`config.mk`:
```
export PLATFORM = sky130hd
export DESIGN_NAME = pdiv_gated
export DESIGN_NICKNAME = d
export VERILOG_FILES = /design/src/rtl/pdiv_pkg.sv /design/src/rtl/pdiv_sync.sv /design/src/rtl/pdiv_count.sv /design/src/rtl/pdiv_outreg.sv /design/src/rtl/pdiv_gated.sv
export SDC_FILE = /design/constraint.sdc
export NUM_CORES = 1
export LEC_CHECK = 0
export ABC_AREA = 1
export BUFFER_PORTS_ARGS = -buffer_cell sky130_fd_sc_hd__buf_2
export CAP_MARGIN = 20
export CORE_AREA = 2 2 39 41
export CTS_CLUSTER_DIAMETER = 40
export DETAILED_ROUTE_END_ITERATION = 7
export DIE_AREA = 0 0 41 43
export SKIP_LAST_GASP = 1
export SLEW_MARGIN = 20
export SYNTH_ARGS = -nofsm -noshare
export SYNTH_HDL_FRONTEND = slang
export SYNTH_SLANG_ARGS = --single-unit
```
`constraint.sdc`:
```
create_clock -name clk -period 1.2 [get_ports clk]
set_clock_uncertainty 0.2 [all_clocks]
set_input_delay 0.12 -clock clk [delete_from_list [all_inputs] [get_ports clk]]
set_output_delay 0.12 -clock clk [all_outputs]
set_load 0.03 [all_outputs]
```
`src/rtl/pdiv_pkg.sv`:
```
package pdiv_pkg;
  // terminal count of the phase counter for a ratio of 2^sel ticks
  function automatic int unsigned term_count(input int unsigned sel);
    return (1 << sel) - 1;
  endfunction
endpackage

```
`src/rtl/pdiv_sync.sv`:
```
module pdiv_sync #(
  parameter int STAGES = 2
) (
  input  logic clk,
  input  logic rst,
  input  logic d,
  output logic q
);
  logic [STAGES-1:0] chain;

  generate
    for (genvar i = 0; i < STAGES; i++) begin : g_stage
      if (i == 0) begin : g_first
        always_ff @(posedge clk) begin
          if (rst) chain[0] <= 1'b0;
          else     chain[0] <= d;
        end
      end else begin : g_next
        always_ff @(posedge clk) begin
          if (rst) chain[i] <= 1'b0;
          else     chain[i] <= chain[i-1];
        end
      end
    end
  endgenerate

  assign q = chain[STAGES-1];
endmodule

```
`src/rtl/pdiv_count.sv`:
```
module pdiv_count
  import pdiv_pkg::*;
#(
  parameter int SEL_W = 2,
  parameter int CNT_W = (1 << SEL_W) - 1
) (
  input  logic             clk,
  input  logic             rst,
  input  logic [SEL_W-1:0] sel,
  output logic [SEL_W-1:0] sel_q,
  output logic [CNT_W-1:0] cnt,
  output logic             term
);
  logic [CNT_W-1:0] last;

  always_comb begin
    last = CNT_W'(term_count(int'(sel_q)));
    term = (sel == sel_q) && (cnt == last);
  end

  always_ff @(posedge clk) begin
    if (rst) begin
      sel_q <= '0;
      cnt   <= '0;
    end else if (sel != sel_q) begin
      sel_q <= sel;
      cnt   <= '0;
    end else if (cnt == last) begin
      cnt <= '0;
    end else begin
      cnt <= cnt + 1'b1;
    end
  end
endmodule

```
`src/rtl/pdiv_outreg.sv`:
```
module pdiv_outreg (
  input  logic clk,
  input  logic rst,
  input  logic term,
  input  logic en,
  output logic out_p,
  output logic out_n
);
  always_ff @(posedge clk) begin
    if (rst) begin
      out_p <= 1'b0;
      out_n <= 1'b1;
    end else if (term) begin
      if (out_p) begin
        out_p <= 1'b0;
        out_n <= 1'b1;
      end else begin
        out_p <= en;
        out_n <= ~en;
      end
    end
  end
endmodule

```
`src/rtl/pdiv_gated.sv`:
```
module pdiv_gated #(
  parameter int SEL_W       = 2,
  parameter int SYNC_STAGES = 2
) (
  input  logic             clk,
  input  logic             rst,
  input  logic             oe,
  input  logic [SEL_W-1:0] sel,
  output logic             fout_p,
  output logic             fout_n
);
  localparam int CNT_W = (1 << SEL_W) - 1;

  logic             oe_s;
  logic             term;
  logic [SEL_W-1:0] sel_q;
  logic [CNT_W-1:0] cnt;

  pdiv_sync #(.STAGES(SYNC_STAGES)) sync_i (
    .clk(clk), .rst(rst), .d(oe), .q(oe_s)
  );

  pdiv_count #(.SEL_W(SEL_W), .CNT_W(CNT_W)) count_i (
    .clk(clk), .rst(rst), .sel(sel), .sel_q(sel_q), .cnt(cnt), .term(term)
  );

  pdiv_outreg out_i (
    .clk(clk), .rst(rst), .term(term), .en(oe_s),
    .out_p(fout_p), .out_n(fout_n)
  );
endmodule

```
Yosys cells after proc, flatten, opt, wreduce, memory -nomap -nowiden
Cells that the tools add are included.
{ "word_totals": {"regBits": 9} }
{ "classes": {"add_sub_neg": 2, "n_eq_ne": 3, "shift": 1, "n_mux": 2, "bitwise_logic": 1, "n_reduce_logical": 2} }
{ "op_table": {"columns": ["cell", "count"], "rows": [
  ["adder 3 x 1 -> 3 bit, second input constant", 1],
  ["equality test 3 bit", 1],
  ["OR reduction 3 bit", 1],
  ["<< shifter 1 x 2 -> 3 bit, first input constant", 1],
  ["subtractor 3 x 2 -> 3 bit, second input constant", 1],
  ["equality test 2 bit", 1],
  ["2-to-1 mux 1 bit", 2],
  ["!= test 2 bit", 1],
  ["logical AND 1 bit", 1],
  ["inverter 1 bit", 1]
]} }

Longest topological paths before layout
{ "logic_depth": {"word_depth": 4, "depth_mapped": 8, "mapped_depth_nobuf": 8} }

Modules after synthesis
From an unflattened synthesis, not the netlist that was laid out.
{ "unflattened": {"cells_unflattened": 55, "area_unflattened_um2": 415.4} }
{ "modules_own_cells": {"columns": ["module", "n_inst", "cells_each", "area_each_um2"], "rows": [
  ["pdiv_count", 1, 38, 276.5],
  ["pdiv_outreg", 1, 11, 83.8],
  ["pdiv_sync", 1, 6, 55.1]
]} }

Worst setup path after synthesis
Ideal clock, no wire load.
{ "synth_timing": {"path_type": "flip-flop to flip-flop", "startpoint": "reg count_i.sel_q[1]", "endpoint": "reg out_i.out_n", "arrival_time_ns": 0.905, "required_time_ns": 0.879, "path_slack_ns": -0.026, "path_stages_with_launch": 8, "path_buffers": 0, "period_less_slack_ns": 1.226, "path_cell_list": "dfxtp_1 > inv_2 > nand2_1 > nand2_1 > nor2_4 > nand3_2 > nand2_1 > nand3_1"} }
{ "synth_via": {"elab_chain_len": 4, "word_cells_on_any_way": 5, "cone_classes": "1 x add/sub; 2 x eq/ne; 1 x shift; 1 x reduce/logical"} }
{ "synth_lines": {"columns": ["item", "line", "source"], "rows": [
  ["start, declared", "pdiv_count.sv:10", "output logic [SEL_W-1:0] sel_q,"],
  ["start signal, assigned", "pdiv_count.sv:26", "sel_q <= sel;"],
  ["<< shifter 1 x 2 -> 3 bit", "pdiv_pkg.sv:4", "return (1 << sel) - 1;"],
  ["subtractor 3 x 2 -> 3 bit", "pdiv_pkg.sv:4", null],
  ["equality test 3 bit", "pdiv_count.sv:18", "term = (sel == sel_q) && (cnt == last);"],
  ["logical AND 1 bit (*)", "pdiv_count.sv:18", null],
  ["end signal, assigned", "pdiv_outreg.sv:19", "out_n <= ~en;"],
  ["end, declared", "pdiv_outreg.sv:7", "output logic out_n"]
]} }
Mark *: on every way between the ends. The rest lies on a longest branch, timed or not.
A chain may end at the register's enable or synchronous reset.

Worst setup path after layout
{ "layout_timing": {"startpoint": "reg count_i.sel_q[0]", "endpoint": "reg out_i.out_p"} }
{ "layout_via": {"elab_chain_len": 4, "word_cells_on_any_way": 5, "cone_classes": "1 x add/sub; 2 x eq/ne; 1 x shift; 1 x reduce/logical"} }
{ "layout_lines": {"columns": ["item", "line", "source"], "rows": [
  ["<< shifter 1 x 2 -> 3 bit", "pdiv_pkg.sv:4", null],
  ["subtractor 3 x 2 -> 3 bit", "pdiv_pkg.sv:4", null],
  ["equality test 3 bit", "pdiv_count.sv:18", null],
  ["logical AND 1 bit (*)", "pdiv_count.sv:18", null],
  ["end signal, assigned", "pdiv_outreg.sv:18", "out_p <= en;"],
  ["end, declared", "pdiv_outreg.sv:6", "output logic out_p,"]
]} }
Marks and branches as above.

==> out/qor.yml <==
setup_path:
  path_class: "flip-flop to flip-flop"
  required_ns: 1.14
  start_kind: "flip-flop"
  worstPathMaxFanout: 5
  crit_arrival_ns: 1.20
  end_kind: "flip-flop"
yosys:
  synth.largest_area_cell: "dfxtp_1"
  synthTopCellsByArea: "dfxtp_1 41%, inv_1 10%, nor2_1 10%"
  synth_nets: 65
  yosysWarningCount: 0
  syn_avg_cell_area_um2: 7.46
  ys_seq_area_frac: 0.409
  synth_top_cell_area_share: 0.409
  ys_ff_latch: 9
  syn_area_um2: 440
  synth_cells: 59
  synth_cell_types: 16
floorplan:
  ioPinCount: 7
  die_h_um: 43
  core_area_um2: 1380
  fp.dieW_um: 41
  die_area_um2: 1760
  initial_utilization: 0.318
  rows: 14
grt:
  met2_usage: 0.163
  grt_pass1_vias: 332
  grt_max_degree: 6
  grt_usage: 0.115
  gr-max-usage-layer: "met2"
  grtUsageMet3: 0.0471
  grt_pass1_wl_mm: 1.27
  overflow: 0
  grt_use_met1: 0.123
  antenna_found_initial: 0
power:
  ir_drop_v: 0.000412
  total_power_w: 0.000677
  pwr_density_cell_nw_per_um2: 1050
  power_leakage_nw: 0.311
cts:
  cts_buffers: 3
  worst_skew_pair.late_latency_ns: 0.26
  clk_pin_slew_ns: 0.06
  cts_tree: "yes"
  clockBufferDepth: 2
  clock_sinks: 9
  cts_max_level: 1
  cts_root_buf: "clkbuf_4"
placed_design:
  dp_hpwl_um: 596
  finalWeightedCongestion: 0.724
  place_ws_ns: -0.0770
  portBuffers: 6
detailed_routing:
  ant_nets: 0
  vias_per_cell: 4.26
  wire_per_inst_um: 8.81
  routed_wl_um: 828
  drc: 0
  dr.first_iter.drc_count: 2
  vias: 400
  dr.pass1.iters: 3
finish:
  multi_input_area_um2: 251
  antennaDiodeCount: 0
  area_delta_synth_final_pct: 46.6
  num-fill-cells: 138
  layout-drive-gt1-share: 0.410
  fin_nets: 85
  regArea_um2: 189
timing:
  fin_crit_ns: 1.26
  tns_ns: -0.259
  setup_viol: 5
  final-hold-violation-count: 0
  tightestPinTransition_ns: 0.267
  drv_slew: 0
  fmax_ghz: 0.791
  max_slew_margin: 0.821
  fin_ws_ns: -0.0635
  rsz0062_at_grt: "true"
  final.period_utilization: 1.05
run_status:
  status: "finished, violations left"
  violations: "setup timing"
flow_run:
  cap_violations: 0
hold_path:
  min_path_type: "input port to flip-flop"
==> final timing paths <==
path | start | cells after the start | end | slack (ns)
max reg2reg | count_i.sel_q[0] | 5 | out_i.out_p | -0.06
min reg2reg | sync_i.chain[0] | 2 | sync_i.q | 0.20
min | sel[1] | 6 | count_i.cnt[1] | 0.09
max | count_i.sel_q[0] | 5 | out_i.out_p | -0.06
==> synthesized netlist by cell type <==
master / number
inv_2: 1
xor2_1: 2
xnor2_1: 1
a21oi_2: 1
inv_1: 12
nor2_1: 12
nand3_2: 1
ha_1: 1
nand3_1: 4
nor2_2: 1
nand3b_1: 1
nand2_1: 10
nand2_2: 1
dfxtp_1: 9
nor2_4: 1
nand3b_4: 1
==> where the power goes <==
group | total [W] | internal [W] | switching (W)
Sequential | 0.000322 | 0.000309 | 0.0000121
Clock | 0.000231 | 0.000128 | 0.000103
Combinational | 0.000124 | 0.0000596 | 0.0000647
==> kinds of logic (layout without fill, tap and decap cells) <==
family | after synthesis | after routing | synth area share
AO/OA/AOI/OAI | 1 | 1 | 0.0199
XOR/XNOR | 3 | 3 | 0.0597
buffers and inverters | 13 | 32 | 0.111
AND/OR/NAND/NOR | 32 | 32 | 0.372
adder cells (fa/ha/maj) | 1 | 1 | 0.0284
flip-flops | 9 | 9 | 0.409
==> registers in the layout (all words and copies together) (netlist names) <==
register       count
count_i.cnt        3
count_i.sel_q      2
out_i.out_n        1
out_i.out_p        1
sync_i.chain       1
sync_i.q           1
==> metrics by stage <==
step / instances / instance area (um2) / hold WS, ns / util
4_1_cts: 93 / 621 / -0.0905 / 0.448
3_5_place_dp: 84 / 523 / 0.127 / 0.378
5_1_grt: 94 / 646 / 0.101 / 0.467
2_1_floorplan: 59 / 450 / -0.0176 / -
3_3_place_gp: 84 / 523 / 0.121 / 0.378
6_report: 94 / 646 / 0.0863 / 0.467
==> critical path, cell delays in order (launching register included) <==
cell	delay, ns
dfxtp_4	0.37
xor2_2	0.16
nor2_4	0.18
nand3_2	0.10
nand2_2	0.08
a21oi_2	0.05
==> placed cells by master (no fill, tap or decap) <==
master	instances
nor2_4	3
nand3_2	2
dfxtp_4	2
buf_4	4
clkbuf_1	1
nand2_2	3
dfxtp_2	1
ha_1	1
inv_2	1
nand3b_4	1
dfxtp_1	6
a21oi_2	1
nand2_1	8
nor2_2	4
nand3b_1	1
clkbuf_4	3
xnor2_1	1
nand3_1	3
buf_2	6
dlygate4sd3_1	5
inv_1	12
xor2_1	1
xor2_2	1
nor2_1	7
==> area by class of cell <==
type / count / area share
clock buffers: 4 / 0.0407
inverters: 13 / 0.0756
multi-input cells: 37 / 0.390
flip-flops and latches: 9 / 0.293
well taps: 16 / 0.0310
repair buffers: 15 / 0.171
==> metal layers <==
layer  share of wire  routed length [um]
met1            0.51                 420
met2            0.45                 372
met4           0.017                  14
met5               0                   0
met3           0.025                  21
==> repair_timing <==
item | in CTS | in global routing
pin swaps | 4 | 4
setup endpoints to repair | 5 | 5
hold buffers | 4 | 1
setup buffers | 1 | 0
resized for setup | 8 | 5
hold endpoints to repair | 5 | 4
(Power assumes the default switching activity.)
